--- config.mk ---
export PLATFORM = sky130hd
export DESIGN_NAME = cursor_overlay_mixer
export DESIGN_NICKNAME = d
export VERILOG_FILES = /design/src/rtl/cursor_ovl_pkg.sv /design/src/rtl/cursor_regs.sv /design/src/rtl/cursor_line_fetch.sv /design/src/rtl/cursor_pixel_mix.sv /design/src/rtl/cursor_overlay_mixer.sv
export SDC_FILE = /design/constraint.sdc
export NUM_CORES = 1
export LEC_CHECK = 0
export ABC_AREA = 1
export BUFFER_PORTS_ARGS = -buffer_cell sky130_fd_sc_hd__buf_4
export CORE_MARGIN = 1.5
export CORE_UTILIZATION = 55
export DETAILED_ROUTE_END_ITERATION = 8
export MAX_ROUTING_LAYER = met4
export PLACE_DENSITY = 0.9
export REMOVE_ABC_BUFFERS = 1
export SLEW_MARGIN = 40
export SYNTH_ARGS = -nofsm -noshare
export SYNTH_HDL_FRONTEND = slang
export SYNTH_SLANG_ARGS = --single-unit
--- constraint.sdc ---
create_clock -name clk -period 3.75 [get_ports clk]
set_input_delay 0.375 -clock clk [delete_from_list [all_inputs] [get_ports clk]]
set_output_delay 0.375 -clock clk [all_outputs]
set_load 0.005 [all_outputs]
--- src/rtl/cursor_ovl_pkg.sv ---
// Shared constants, mix outcome type and mask decode for the cursor overlay.
// Assumes a 64x64 cursor stored as 16 bytes per line: AND plane, then XOR plane.
package cursor_ovl_pkg;
    localparam int CUR_SIZE   = 64;
    localparam int LINE_BYTES = 16;
    localparam int PLANE_BYTES = LINE_BYTES / 2;
    localparam int BUF_W      = LINE_BYTES * 8;
    localparam int PIX_W      = 32;
    localparam int COORD_W    = 16;
    localparam int COLOR_W    = 24;
    localparam int LINE_W     = $clog2(CUR_SIZE);
    localparam int BIDX_W     = $clog2(BUF_W);

    typedef enum logic [1:0] {
        MIX_COLOR0 = 2'd0,
        MIX_COLOR1 = 2'd1,
        MIX_PASS   = 2'd2,
        MIX_INVERT = 2'd3
    } mix_op_e;

    // Map one AND bit and one XOR bit to the drawing outcome.
    function automatic mix_op_e decode_masks(input logic and_bit, input logic xor_bit);
        case ({and_bit, xor_bit})
            2'b00:   return MIX_COLOR0;
            2'b01:   return MIX_COLOR1;
            2'b10:   return MIX_PASS;
            default: return MIX_INVERT;
        endcase
    endfunction
endpackage

--- src/rtl/cursor_regs.sv ---
// Position and base registers with a lock. Writes always land in pending copies.
// The active copies follow the pending ones on every cycle the lock is clear.
// Assumes the caller has already aligned the base to a 16-byte line.
module cursor_regs
    import cursor_ovl_pkg::*;
#(
    parameter int ADDR_W = 12
) (
    input  logic               clk,
    input  logic               rst_n,
    input  logic               pos_wr_i,
    input  logic [31:0]        pos_data_i,
    input  logic               base_wr_i,
    input  logic [ADDR_W-1:0]  base_addr_i,
    input  logic               lock_i,
    output logic [COORD_W-1:0] pos_x_o,
    output logic [COORD_W-1:0] pos_y_o,
    output logic [ADDR_W-1:0]  base_o,
    output logic               locked_o
);
    logic [COORD_W-1:0] pend_x, pend_y;
    logic [ADDR_W-1:0]  pend_base;

    // Capture writes into the pending copies and the lock flag.
    always_ff @(posedge clk) begin
        if (!rst_n) begin
            pend_x    <= '0;
            pend_y    <= '0;
            pend_base <= '0;
            locked_o  <= 1'b0;
        end else begin
            if (pos_wr_i) begin
                pend_x <= pos_data_i[31:16];
                pend_y <= pos_data_i[15:0];
            end
            if (base_wr_i) begin
                pend_base <= base_addr_i;
                locked_o  <= lock_i;
            end
        end
    end

    // Copy the pending values into the active set while unlocked.
    always_ff @(posedge clk) begin
        if (!rst_n) begin
            pos_x_o <= '0;
            pos_y_o <= '0;
            base_o  <= '0;
        end else if (!locked_o) begin
            pos_x_o <= pend_x;
            pos_y_o <= pend_y;
            base_o  <= pend_base;
        end
    end

    p_lock_freeze_r12: assert property (@(posedge clk) disable iff (!rst_n)
        locked_o |=> ($stable(pos_x_o) && $stable(pos_y_o) && $stable(base_o)))
        else $error("active cursor registers changed while locked");
endmodule

--- src/rtl/cursor_line_fetch.sv ---
// Decides on each row-load pulse whether the row crosses the cursor. On a hit it
// reads the 16 mask bytes of that cursor line into a line buffer, one per cycle.
// Assumes memory returns data one cycle after the address, and that the scan
// does not start until the fetch has finished.
module cursor_line_fetch
    import cursor_ovl_pkg::*;
#(
    parameter int ADDR_W = 12
) (
    input  logic               clk,
    input  logic               rst_n,
    input  logic               line_load_i,
    input  logic [COORD_W-1:0] row_i,
    input  logic [COORD_W-1:0] pos_y_i,
    input  logic [COORD_W-1:0] v_end_i,
    input  logic [ADDR_W-1:0]  base_i,
    output logic               mem_rd_o,
    output logic [ADDR_W-1:0]  mem_addr_o,
    input  logic [7:0]         mem_data_i,
    output logic [BUF_W-1:0]   line_buf_o,
    output logic               row_hit_o
);
    localparam int CNT_W = $clog2(LINE_BYTES);
    localparam logic [CNT_W-1:0] LAST_BYTE = CNT_W'(LINE_BYTES - 1);

    logic [COORD_W:0]  row_diff;
    logic              hit;
    logic              busy;
    logic [CNT_W-1:0]  cnt, cnt_q;
    logic              rd_q;
    logic [LINE_W-1:0] line_idx;

    // Row window and vertical end test for the row being loaded.
    always_comb begin
        row_diff = {1'b0, row_i} - {1'b0, pos_y_i};
        hit = (row_i >= pos_y_i) && (row_diff < (COORD_W+1)'(CUR_SIZE)) && (row_i <= v_end_i);
    end

    // Start a fetch on a hit and step the byte counter until the line is read.
    always_ff @(posedge clk) begin
        if (!rst_n) begin
            busy      <= 1'b0;
            cnt       <= '0;
            line_idx  <= '0;
            row_hit_o <= 1'b0;
        end else if (line_load_i) begin
            busy      <= hit;
            cnt       <= '0;
            line_idx  <= row_diff[LINE_W-1:0];
            row_hit_o <= hit;
        end else if (busy) begin
            cnt <= cnt + 1'b1;
            if (cnt == LAST_BYTE) busy <= 1'b0;
        end
    end

    // Store each returned byte in its slot of the line buffer.
    always_ff @(posedge clk) begin
        if (!rst_n) begin
            rd_q       <= 1'b0;
            cnt_q      <= '0;
            line_buf_o <= '0;
        end else begin
            rd_q  <= busy;
            cnt_q <= cnt;
            if (rd_q) line_buf_o[cnt_q*8 +: 8] <= mem_data_i;
        end
    end

    assign mem_rd_o   = busy;
    assign mem_addr_o = base_i + ADDR_W'({line_idx, 4'b0000}) + ADDR_W'(cnt);

    p_fetch_ascending_r2: assert property (@(posedge clk) disable iff (!rst_n)
        (mem_rd_o && $past(mem_rd_o) && !$past(line_load_i) && $stable(base_i))
            |-> (mem_addr_o == ADDR_W'($past(mem_addr_o) + 1'b1)))
        else $error("cursor fetch addresses not consecutive");

    p_no_fetch_on_miss_r8: assert property (@(posedge clk) disable iff (!rst_n)
        (line_load_i && !hit) |=> !mem_rd_o)
        else $error("fetch started for a row outside the cursor");
endmodule

--- src/rtl/cursor_pixel_mix.sv ---
// Per-pixel mixer. It checks the window, enable and right-edge clip, picks the
// AND and XOR bits for the column, and registers the mixed pixel.
// Assumes the line buffer holds the current row's masks before the scan starts.
module cursor_pixel_mix
    import cursor_ovl_pkg::*;
(
    input  logic               clk,
    input  logic               rst_n,
    input  logic               pix_valid_i,
    input  logic [COORD_W-1:0] col_i,
    input  logic [PIX_W-1:0]   pix_i,
    input  logic               cur_en_i,
    input  logic [COORD_W-1:0] pos_x_i,
    input  logic [COORD_W-1:0] h_width_i,
    input  logic               row_hit_i,
    input  logic [BUF_W-1:0]   line_buf_i,
    input  logic [COLOR_W-1:0] color0_i,
    input  logic [COLOR_W-1:0] color1_i,
    output logic               pix_valid_o,
    output logic [PIX_W-1:0]   pix_o
);
    logic [COORD_W:0]  dx;
    logic              in_win;
    logic [BIDX_W-1:0] and_idx, xor_idx;
    mix_op_e           op;
    logic [PIX_W-1:0]  mixed;

    // Work out the window, the bit positions in the line buffer and the outcome.
    always_comb begin
        dx      = {1'b0, col_i} - {1'b0, pos_x_i};
        in_win  = row_hit_i && cur_en_i && (col_i >= pos_x_i) &&
                  (dx < (COORD_W+1)'(CUR_SIZE)) && (col_i < h_width_i);
        and_idx = {1'b0, dx[5:3], ~dx[2:0]};
        xor_idx = {1'b1, dx[5:3], ~dx[2:0]};
        op      = decode_masks(line_buf_i[and_idx], line_buf_i[xor_idx]);
        if (!in_win) begin
            mixed = pix_i;
        end else begin
            case (op)
                MIX_COLOR0: mixed = {8'hFF, color0_i};
                MIX_COLOR1: mixed = {8'hFF, color1_i};
                MIX_PASS:   mixed = pix_i;
                default:    mixed = ~pix_i;
            endcase
        end
    end

    // Output register: one cycle of latency for the pixel and its valid.
    always_ff @(posedge clk) begin
        if (!rst_n) begin
            pix_valid_o <= 1'b0;
            pix_o       <= '0;
        end else begin
            pix_valid_o <= pix_valid_i;
            pix_o       <= mixed;
        end
    end

    p_valid_latency_r1: assert property (@(posedge clk) disable iff (!rst_n)
        pix_valid_i |=> pix_valid_o)
        else $error("valid not delayed by one cycle");

    p_disabled_pass_r9: assert property (@(posedge clk) disable iff (!rst_n)
        !cur_en_i |=> (pix_o == $past(pix_i)))
        else $error("pixel changed while cursor disabled");

    p_right_clip_r10: assert property (@(posedge clk) disable iff (!rst_n)
        (col_i >= h_width_i) |=> (pix_o == $past(pix_i)))
        else $error("cursor drawn beyond display width");
endmodule

--- src/rtl/cursor_overlay_mixer.sv ---
// Top of the cursor overlay. It ties the locked register set, the line fetch
// into the mask buffer and the per-pixel mixer together.
// Assumes a row-load pulse during horizontal blanking, at least 17 cycles
// before the first pixel of that row.
module cursor_overlay_mixer
    import cursor_ovl_pkg::*;
#(
    parameter int ADDR_W = 12
) (
    input  logic              clk,
    input  logic              rst_n,
    input  logic              pos_wr_i,
    input  logic [31:0]       pos_data_i,
    input  logic              base_wr_i,
    input  logic [31:0]       base_data_i,
    input  logic              cur_en_i,
    input  logic [23:0]       color0_i,
    input  logic [23:0]       color1_i,
    input  logic [15:0]       h_width_i,
    input  logic [15:0]       v_end_i,
    input  logic              line_load_i,
    input  logic [15:0]       row_i,
    input  logic              pix_valid_i,
    input  logic [15:0]       col_i,
    input  logic [31:0]       pix_i,
    output logic              mem_rd_o,
    output logic [ADDR_W-1:0] mem_addr_o,
    input  logic [7:0]        mem_data_i,
    output logic              pix_valid_o,
    output logic [31:0]       pix_o
);
    logic [COORD_W-1:0] pos_x, pos_y;
    logic [ADDR_W-1:0]  base;
    logic               locked;
    logic [BUF_W-1:0]   line_buf;
    logic               row_hit;
    logic               unused_base_bits;

    assign unused_base_bits = ^{base_data_i[30:ADDR_W], base_data_i[3:0], locked};

    cursor_regs #(.ADDR_W(ADDR_W)) regs_i (
        .clk         (clk),
        .rst_n       (rst_n),
        .pos_wr_i    (pos_wr_i),
        .pos_data_i  (pos_data_i),
        .base_wr_i   (base_wr_i),
        .base_addr_i ({base_data_i[ADDR_W-1:4], 4'b0000}),
        .lock_i      (base_data_i[31]),
        .pos_x_o     (pos_x),
        .pos_y_o     (pos_y),
        .base_o      (base),
        .locked_o    (locked)
    );

    cursor_line_fetch #(.ADDR_W(ADDR_W)) fetch_i (
        .clk         (clk),
        .rst_n       (rst_n),
        .line_load_i (line_load_i),
        .row_i       (row_i),
        .pos_y_i     (pos_y),
        .v_end_i     (v_end_i),
        .base_i      (base),
        .mem_rd_o    (mem_rd_o),
        .mem_addr_o  (mem_addr_o),
        .mem_data_i  (mem_data_i),
        .line_buf_o  (line_buf),
        .row_hit_o   (row_hit)
    );

    cursor_pixel_mix mix_i (
        .clk         (clk),
        .rst_n       (rst_n),
        .pix_valid_i (pix_valid_i),
        .col_i       (col_i),
        .pix_i       (pix_i),
        .cur_en_i    (cur_en_i),
        .pos_x_i     (pos_x),
        .h_width_i   (h_width_i),
        .row_hit_i   (row_hit),
        .line_buf_i  (line_buf),
        .color0_i    (color0_i),
        .color1_i    (color1_i),
        .pix_valid_o (pix_valid_o),
        .pix_o       (pix_o)
    );
endmodule

### Word-level counts from Yosys, hierarchy flattened

Index checks and enable logic that the tools add are counted.

* word-level logic and storage cells: 60
* register bits: 259
* bits of input ports: 223
* output and inout bits: 46

* shift operators: 2
* bitwise logic cells: 3
* equal/unequal tests: 5
* reduce and logical (&&, ||, !) cells: 9
* add/sub/neg operators: 6
* order comparisons: 8
* multiplexer cells: 11

Operators with widths (number)
* $bwmux 128: 1
* $shift 8x34->128 const A: 1
* $shiftx 8x34->128: 1
* $pmux 32 s3: 1
* $lt 17x7->1 const B: 2
* $neg 7->34: 1
* $sub 16x16->17: 2
* $ge 16x16->1: 2
* $mux 32: 1
* $not 32->32: 1
* $le 16x16->1: 1
* $lt 16x16->1: 1
* $add 12x10->12: 1
* $add 12x4->12: 1
* $bmux 1 s6: 2
* $lt 6x8->1 const B: 1
* $lt 7x8->1 const B: 1
* $logic_and 1x1->1: 6
* $pmux 2 s3: 1
* $mux 1: 5
* $add 4x1->4 const B: 1
* $eq 2x1->1 const B: 2
* $eq 2x2->1 const B: 2
* $eq 4x4->1 const B: 1
* other kinds (4): 5

### Depth between registers and ports, before layout

Gate-level depths: netlist of run 1.

* depth in word-level cells: 9
* mapped depth: 21
* mapped depth without buffers: 20

### Modules after synthesis

From an unflattened synthesis of run 1, not the netlist that was laid out.

* cell total of the unflattened synthesis: 2557
* area, all modules: 16189.3 µm²

By module, submodules not included
* cursor_line_fetch: instances 1, sequential area each 2902.8 µm², cells an instance 1055, area an instance 7521.0 µm²
* cursor_pixel_mix: instances 1, sequential area each 660.6 µm², cells an instance 937, area an instance 5026.1 µm²
* cursor_regs: instances 1, sequential area each 1781.7 µm², cells an instance 564, area an instance 3638.5 µm²
* cursor_overlay_mixer: instances 1, sequential area each 0.0 µm², cells an instance 1, area an instance 3.8 µm²

### Worst setup path before layout of run 1

Ideal clock, no wire load.

* kind: in2reg
* start: input col_i[0]
* end: register mix_i.pix_o[22]
* cell stages on the path: 18
* setup time: 0.131 ns
* arrival: 2.684 ns
* path slack: 0.935 ns
* path buffers: 4
* cells stage by stage: inv_1 -> ha_1 -> fa_1 -> buf_2 -> clkbuf_1 -> nand3_1 -> nand3_1 -> nand3_1 -> nand3_1 -> nand3_2 -> nand2_4 -> buf_6 -> nand2_4 -> inv_2 -> buf_2 -> nand2_1 -> nand3_1 -> a21oi_2

* cells in the longest elaborated chain, start to end: 9

Ends and longest elaborated chain
* start: declaration: RTL line cursor_overlay_mixer.sv:24 `input logic [15:0] col_i,`
* $sub 16x16->17: RTL line cursor_pixel_mix.sv:30 `dx = {1'b0, col_i} - {1'b0, pos_x_i};`
* $not 3->3: RTL line cursor_pixel_mix.sv:33, cursor_pixel_mix.sv:34
* $bmux 1 s6: RTL line cursor_pixel_mix.sv:35 `op = decode_masks(line_buf_i[and_idx], line_buf_i[xor_idx]);`
* $mux 1 (not written as such): RTL line cursor_pixel_mix.sv:35
* $eq 2x2->1, or another cell as far along: RTL line cursor_ovl_pkg.sv:23 `case ({and_bit, xor_bit})`
* $pmux 2 s3: RTL line cursor_ovl_pkg.sv:23
* $eq 2x2->1, or another cell as far along: RTL line cursor_pixel_mix.sv:39 `case (op)`
* $pmux 32 s3: RTL line cursor_pixel_mix.sv:39
* $mux 32 *: RTL line cursor_pixel_mix.sv:36 `if (!in_win) begin`
* end signal: assignment: RTL line cursor_pixel_mix.sv:55 `pix_o <= mixed;`
* end: declaration: RTL line cursor_pixel_mix.sv:20 `output logic [PIX_W-1:0] pix_o`

Every way passes the cells marked *; elsewhere a longest branch is shown, timed or not. The select of a mux whose other input is x is not followed.
A chain may end at the register's enable or synchronous reset.

### Final worst setup path of run 1

* start: register regs_i.pos_x_o[0]
* end: register mix_i.pix_o[22]

* cells in the longest elaborated chain, start to end: 9

Ends and longest elaborated chain
* start: declaration: RTL line cursor_regs.sv:16 `output logic [COORD_W-1:0] pos_x_o,`
* start signal: assignment: RTL line cursor_regs.sv:50 `pos_x_o <= pend_x;`
* $sub 16x16->17: RTL line cursor_pixel_mix.sv:30
* $not 3->3: RTL line cursor_pixel_mix.sv:33, cursor_pixel_mix.sv:34
* $bmux 1 s6: RTL line cursor_pixel_mix.sv:35
* $mux 1 (not written as such): RTL line cursor_pixel_mix.sv:35
* $eq 2x2->1, or another cell as far along: RTL line cursor_ovl_pkg.sv:23
* $pmux 2 s3: RTL line cursor_ovl_pkg.sv:23
* $eq 2x2->1, or another cell as far along: RTL line cursor_pixel_mix.sv:39
* $pmux 32 s3: RTL line cursor_pixel_mix.sv:39
* $mux 32 *: RTL line cursor_pixel_mix.sv:36

Marks and branches as above.

==> results.md, run 1 <==
* CTS-repair resized insts at 0
* RSZ-0062 raised after global routing: no
* FF+latch area at 5190 µm²
* DRT antenna net count at 0
* Setup tns final at 0 ns
* Sequential area share after synthesis at 0.361
* CTS Sinks at 259
* Most frequent cells in the layout: 433 x nand2_1, 278 x inv_1, 276 x nor2_1, 266 x buf_4, 258 x dfxtp_1
* Worst-path clk slew at 0.07 ns
* FF+latch count, synth at 259
* Antenna violations before repair at 1
* Final setup vio count at 0
* First-pass GRT wire length at 63900 µm
* Pleak at 8.25 nW
* Slowest stage delay, CP at 0.45 ns
* Outcome: completed
* Filler cells at 2109
* Power density over the cells at 439 nW/µm²
* # nets final at 2669
* Cell family with most CP delay: simple AND/OR/NAND/NOR gates
* CP endpoint kind: register
* Commonest non-fill, non-tap cell in the layout: nand2_1
* I/O Buffers at 245
* CTS tree: yes
* Crit path buf inv count at 2
* Critical path arrival at 3.57 ns
* Routed via count at 15000
* Area after DPL at 16400 µm²
* Area growth syn-to-layout at 20.6%
* Syn avg cell area at 6.63 µm²
* Post-synth EDFFs at 0
* Die H at 165 µm
* Primary FF master, synth: dfxtp_1
* Slowest CP cell: fa_1
* Dpl ws at 0.481 ns
* Root buf cell: clkbuf_16
* Total GRT Usage at 0.296
* Final Cycle Share at 0.827
* Critical Path RT at 4.22 ns
* Multi-input combinational cell area at 7650 µm²
* 1st-iter DRT viols at 1465
* Starting Density at 0.566
* Layout Skew at 0.00907 ns
* Max Freq at 323 MHz
* Cell area after synthesis at 14400 µm²
* I/O pins at 269
* GP Congestion at 0.910
* DRC violations left at 0
* Slew HR at 0.442
* Via density at 5.51
* Setup bufs post-CTS at 0
* Synth cell types at 47
* Crit start category: register
* Core Area at 25400 µm²
* Htree depth at 1
* Share of cells above drive strength 1 at 0.145
* Rows at 58
* Slew @ Worst Pin at 0.833 ns
* Die width at 165 µm
* Slew Viols, Final at 0
* CTS Buffer Depth at 3
* Final WL at 40500 µm
* Wire length per cell at 14.9 µm
* Worst-path maximum fanout at 25
* Die area at 27100 µm²
* Post-Syn Instances at 2168
* Largest net degree at the start of global routing at 80
* Setup CP Type: register to register
* Hpwl dp at 28700 µm
* Grt ovf at 0
* Worst skew pair latency at 0.54 ns
* Synth warnings at 0
* Number of global-route vias before repair at 13800
* CTS hold repair buffers at 0
* Hold crit path type: input port to register
* 1st-pass router iterations at 6
* VDD IR-drop max at 337 µV
* Design area at 17300 µm²
* # Max-Cap Violations at 0
* Fin. Hold Viols at 0
* CP Cell Sequence: ha_2 > fa_1 > buf_4 > nor2_1 > o21ai_0 > nand3_1 > nand3_1 > nand3_1 > nand3_2 > nand2_4 > nand2_4 > nand4_2 > buf_4 > nand2_1 > a21oi_2
* CP most frequent cell: nand3_1
* Final min period at 3.10 ns
* Async SR Flop Fraction at 0
* Final WS setup at 0.650 ns
* Cts bufs inserted at 27
through the flow:
step | util | power [mW] | std cells | hold WS, ns
final | 0.683 | 7.62 | 2723 | 0.0132
after global placement | 0.646 | 4.79 | 2672 | 0.439
after floorplan | - | 4.15 | 2073 | 0.424
after CTS | 0.682 | 7.61 | 2722 | 0.00404
after global routing | 0.683 | 7.96 | 2723 | 0.0167
after detailed placement | 0.646 | 4.86 | 2672 | 0.443
cell type report:
class                      count  share of cell area
multi-input combinational   1523               0.442
timing repair buffer         269               0.119
inverter                     291              0.0631
clock inverter                12             0.00707
sequential                   259               0.299
antenna                        1            0.000144
tap                          330              0.0238
clock buffer                  38              0.0465
per-layer routing:
layer  vias to the layer above  part of all wire  global-route usage
met5                         -                 0                   -
met4                         0             0.028               0.114
met3                       111             0.090              0.0520
met2                       679              0.48               0.497
met1                      6779              0.40               0.353
li1                       7425                 -                   -
tightest hold or removal path: cells and delay by family:
kind / cells / cell delay (ns)
simple gates: 1 / 0.04
buf+inv: 2 / 0.11
where the power goes:
group          total, mW  leakage (nW)  internal [mW]  switching [mW]
logic               1.96          5.67          0.722            1.24
clock network       2.77         0.461           1.64            1.13
registers           2.88          2.12           2.84          0.0398
path summary, 6_finish.rpt:
check | from | to | slack, ns | depth (start not counted)
setup / recovery | regs_i.pos_x_o[0]$_SDFFE_PN0N_ | mix_i.pix_o[22]$_SDFF_PN0_ | 0.65 | 15
hold / removal | pix_valid_i | mix_i.pix_valid_o$_SDFF_PN0_ | 0.01 | 3
setup reg to reg | regs_i.pos_x_o[0]$_SDFFE_PN0N_ | mix_i.pix_o[22]$_SDFF_PN0_ | 0.65 | 15
hold reg to reg | fetch_i.line_buf_o[118]$_SDFFE_PN0P_ | fetch_i.line_buf_o[118]$_SDFFE_PN0P_ | 0.45 | 2
synth_stat cells (6+ instances only):
master,number,share of area
a211oi_1,19,0.0099
a21oi_1,211,0.073
buf_2,21,0.0073
buf_4,9,0.0047
clkbuf_1,59,0.015
clkinv_1,6,0.0016
dfxtp_1,259,0.36
ha_1,72,0.063
inv_1,279,0.073
nand2_1,433,0.11
nand3_1,175,0.061
nand3b_1,6,0.0031
nand4_1,14,0.0061
nor2_1,277,0.072
nor3_1,11,0.0038
o21ai_0,223,0.078
o21ai_1,17,0.0059
xnor2_1,6,0.0037
xor2_1,14,0.0085
flip-flops by register name (all words and copies together), names as in the netlist:
signal and cells:
fetch_i.mem_rd_o 1, fetch_i.cnt_q 4, fetch_i.row_hit_o 1, regs_i.pos_y_o 16
regs_i.pend_base 8, fetch_i.rd_q 1, fetch_i.line_buf_o 128, mix_i.pix_o 32
fetch_i.cnt 4, regs_i.pend_y 16, regs_i.base_o 8, regs_i.pend_x 16
regs_i.locked_o 1, mix_i.pix_valid_o 1, fetch_i.line_idx 6, regs_i.pos_x_o 16
kinds of logic (layout without fill, tap and decap cells):
| group | Yosys count | count (layout) | share of synthesized area |
|---|---|---|---|
| simple gates | 935 | 935 | 0.273 |
| compound gates | 491 | 491 | 0.178 |
| buf+inv | 386 | 610 | 0.107 |
| flops | 259 | 259 | 0.361 |
| fa+ha+maj | 75 | 75 | 0.0669 |
| xor+xnor | 22 | 22 | 0.0145 |
| other cells | 0 | 1 | 0 |
Power figures use the tool's default switching activity.
==> run 2, diff against run 1 <==
==> constraint.sdc (replaced) <==
create_clock -name clk -period 2.94 [get_ports clk]
set_input_delay 0.294 -clock clk [delete_from_list [all_inputs] [get_ports clk]]
set_output_delay 0.294 -clock clk [all_outputs]
set_load 0.005 [all_outputs]
==> run 2 against run 1 <==
Cell count grew 3.1%. Core utilization is 4.3 points higher. Maximum frequency grew 5.7%. Setup slack worse by 0.64 ns. Non-clock buffer count up 84. Via count rose by 4.9%. Global-route usage rose by 2.1 points. Count of clock-buffer cells in the layout up 5. Worst hold slack lost 0.0035 ns. Register-to-register slack lost 0.64 ns. Wire length up 9.1%.
==> results.md, run 2 (synthesis gave the netlist of run 1 again) <==
* Crit start category: register
* First-pass GRT wire length at 68400 µm (+7.0%)
* I/O pins at 269 (unchanged)
* R2R cell count at 17 (+2)
* GP Congestion at 0.956 (+5.0%)
* Worst-path clk slew at 0.06 ns (about the same)
* Total GRT Usage at 0.317 (+0.0206)
* DRT antenna net count at 0 (unchanged)
* Final WS setup at 0.00771 ns (-0.642 ns)
* Die area at 27100 µm² (unchanged)
* CP endpoint kind: register
* Root buf cell: clkbuf_16
* Htree depth at 1 (unchanged)
* I/O Buffers at 245 (unchanged)
* Via density at 5.60 (+1.7%)
* Max Freq at 341 MHz (+5.7%)
* Area growth syn-to-layout at 28.1%
* VDD IR-drop max at 418 µV (+24%)
* Pleak at 8.72 nW (+5.7%)
* CTS tree: yes
* Die H at 165 µm (unchanged)
* Dpl ws at -0.0618 ns (-0.543 ns)
* Wire length per cell at 15.7 µm (+5.8%)
* Final setup vio count at 0 (unchanged)
* # Max-Cap Violations at 0 (unchanged)
* RSZ-0062 raised after global routing: yes
* Outcome: completed
* Antenna violations before repair at 0 (-1)
* Slew HR at 0.567 (+0.124)
* Routed via count at 15700 (+4.9%)
* Critical Path RT at 3.39 ns (-0.83 ns)
* Worst skew pair latency at 0.56 ns (+0.02 ns)
* Layout Skew at 0.0309 ns (+0.0218 ns)
* Post-layout util at 0.725 (+0.0425)
* DRC violations left at 0 (unchanged)
* Slew Viols, Final at 0 (unchanged)
* Hold crit path type: input port to register
* Share of cells above drive strength 1 at 0.159 (+0.0135)
* Fin. Hold Viols at 0 (unchanged)
* Starting Density at 0.566 (unchanged)
* Flop-to-flop setup slack at 0.008 ns (-0.64 ns)
* Hold Path Cell Cnt at 3 (unchanged)
* Biggest register: fetch_i.line_buf_o
* 1st-iter DRT viols at 1272 (-13%)
* Die width at 165 µm (unchanged)
* Power density over the cells at 553 nW/µm² (+26%)
* ANT cells at 0 (-1)
* # nets final at 2754 (+3.2%)
* Final min period at 2.93 ns (-0.168 ns)
* Critical path arrival at 3.38 ns (-0.19 ns)
* Slew @ Worst Pin at 0.650 ns (-0.183 ns)
* Commonest non-fill, non-tap cell in the layout: nand2_1
* Setup CP Type: register to register
* 1st-pass router iterations at 6 (unchanged)
* Largest net degree at the start of global routing at 101 (+26%)
* Number of flip-flops in the largest register at 128 (unchanged)
* Grt ovf at 0 (unchanged)
* Cts bufs inserted at 28 (+3.7%)
* Rows at 58 (unchanged)
* CTS Buffer Depth at 3 (unchanged)
* Total power at 10.2 mW (+34%)
* Number of global-route vias before repair at 14700 (+6.4%)
* Worst-path maximum fanout at 13 (-48%)
* Hpwl dp at 29500 µm (+2.8%)
* Final Cycle Share at 0.997 (+0.171)
* Biggest regs: fetch_i.line_buf_o (128), mix_i.pix_o (32)
* Most frequent cells in the layout: 433 x nand2_1, 284 x buf_4, 279 x inv_1, 275 x nor2_1, 257 x dfxtp_1
* Core Area at 25400 µm² (unchanged)
* CTS Sinks at 259 (unchanged)
* Final WL at 44200 µm (+9.1%)
## run 2: cell count changes in the layout (fill, tap and decap cells not counted), moves of 6 or more
cell,before,now
buf_4,266,284
nand3_1,175,165
dlygate4sd3_1,0,48
clkbuf_1,2,9
buf_12,3,12
clkbuf_16,27,33
nand3_2,4,10
## run 2: layout make-up
type / count / area, µm²
fillers: 1961 / 6980
inverters: 291 / 1100
clock buffers: 43 / 817
multi-input cells: 1523 / 7790
flip-flops and latches: 259 / 5190
clock inverters: 9 / 90.1
well taps: 330 / 413
repair buffers: 353 / 3020
## run 2: per-stage QoR
step	instances	TNS, ns	hold slack (ns)	instance area (µm²)
after floorplan	2073	-35.67	0.387	13900
after global placement	2697	-0.0329	0.436	16700
after detailed placement	2697	-1.01	0.442	16700
after CTS	2797	0	0.000483	18100
after global routing	2808	-2.91	0.00918	18400
final	2808	0	0.00972	18400
## run 2: critical path, stage by stage, from the launching register on
cell and delay, ns:
dfxtp_2 0.33, ha_4 0.16, fa_2 0.63, buf_12 0.16
nor2_1 0.06, o21ai_0 0.12, nand3_1 0.18, nand3_2 0.13
nand3_2 0.12, nand3_4 0.13, nand2_8 0.10, buf_4 0.16
nand2_4 0.07, inv_6 0.05, buf_12 0.14, nand2_1 0.06
nand3_1 0.07, a21oi_1 0.16
## run 2: power by group
part           switching, mW  total (mW)  internal, mW
clock                   1.46        3.46          2.01
combinational           1.78        3.05          1.27
sequential            0.0507        3.67          3.62
## run 2: what timing repair did
item | 4_1_cts | 5_1_grt
setup endpoints to repair | 0 | 33
gates resized for setup | 0 | 31
setup buffers | 0 | 4
hold buffers | 48 | 0
endpoints found under the hold margin | 48 | 0
## run 2: layer usage
metal  vias up  share of wire  global-route usage
met3       168          0.094              0.0465
li1       7588              -                   -
met2       840           0.48               0.548
met4         0          0.042               0.125
met5         -              0                   -
met1      7129           0.38               0.370
## run 2: worst paths after layout
path,from,end
setup / recovery,regs_i.pos_x_o[0]$_SDFFE_PN0N_,mix_i.pix_o[6]$_SDFF_PN0_
hold / removal,pos_data_i[23],regs_i.pend_x[7]$_SDFFE_PN0P_
setup reg to reg,regs_i.pos_x_o[0]$_SDFFE_PN0N_,mix_i.pix_o[6]$_SDFF_PN0_
hold reg to reg,fetch_i.line_buf_o[46]$_SDFFE_PN0P_,fetch_i.line_buf_o[46]$_SDFFE_PN0P_
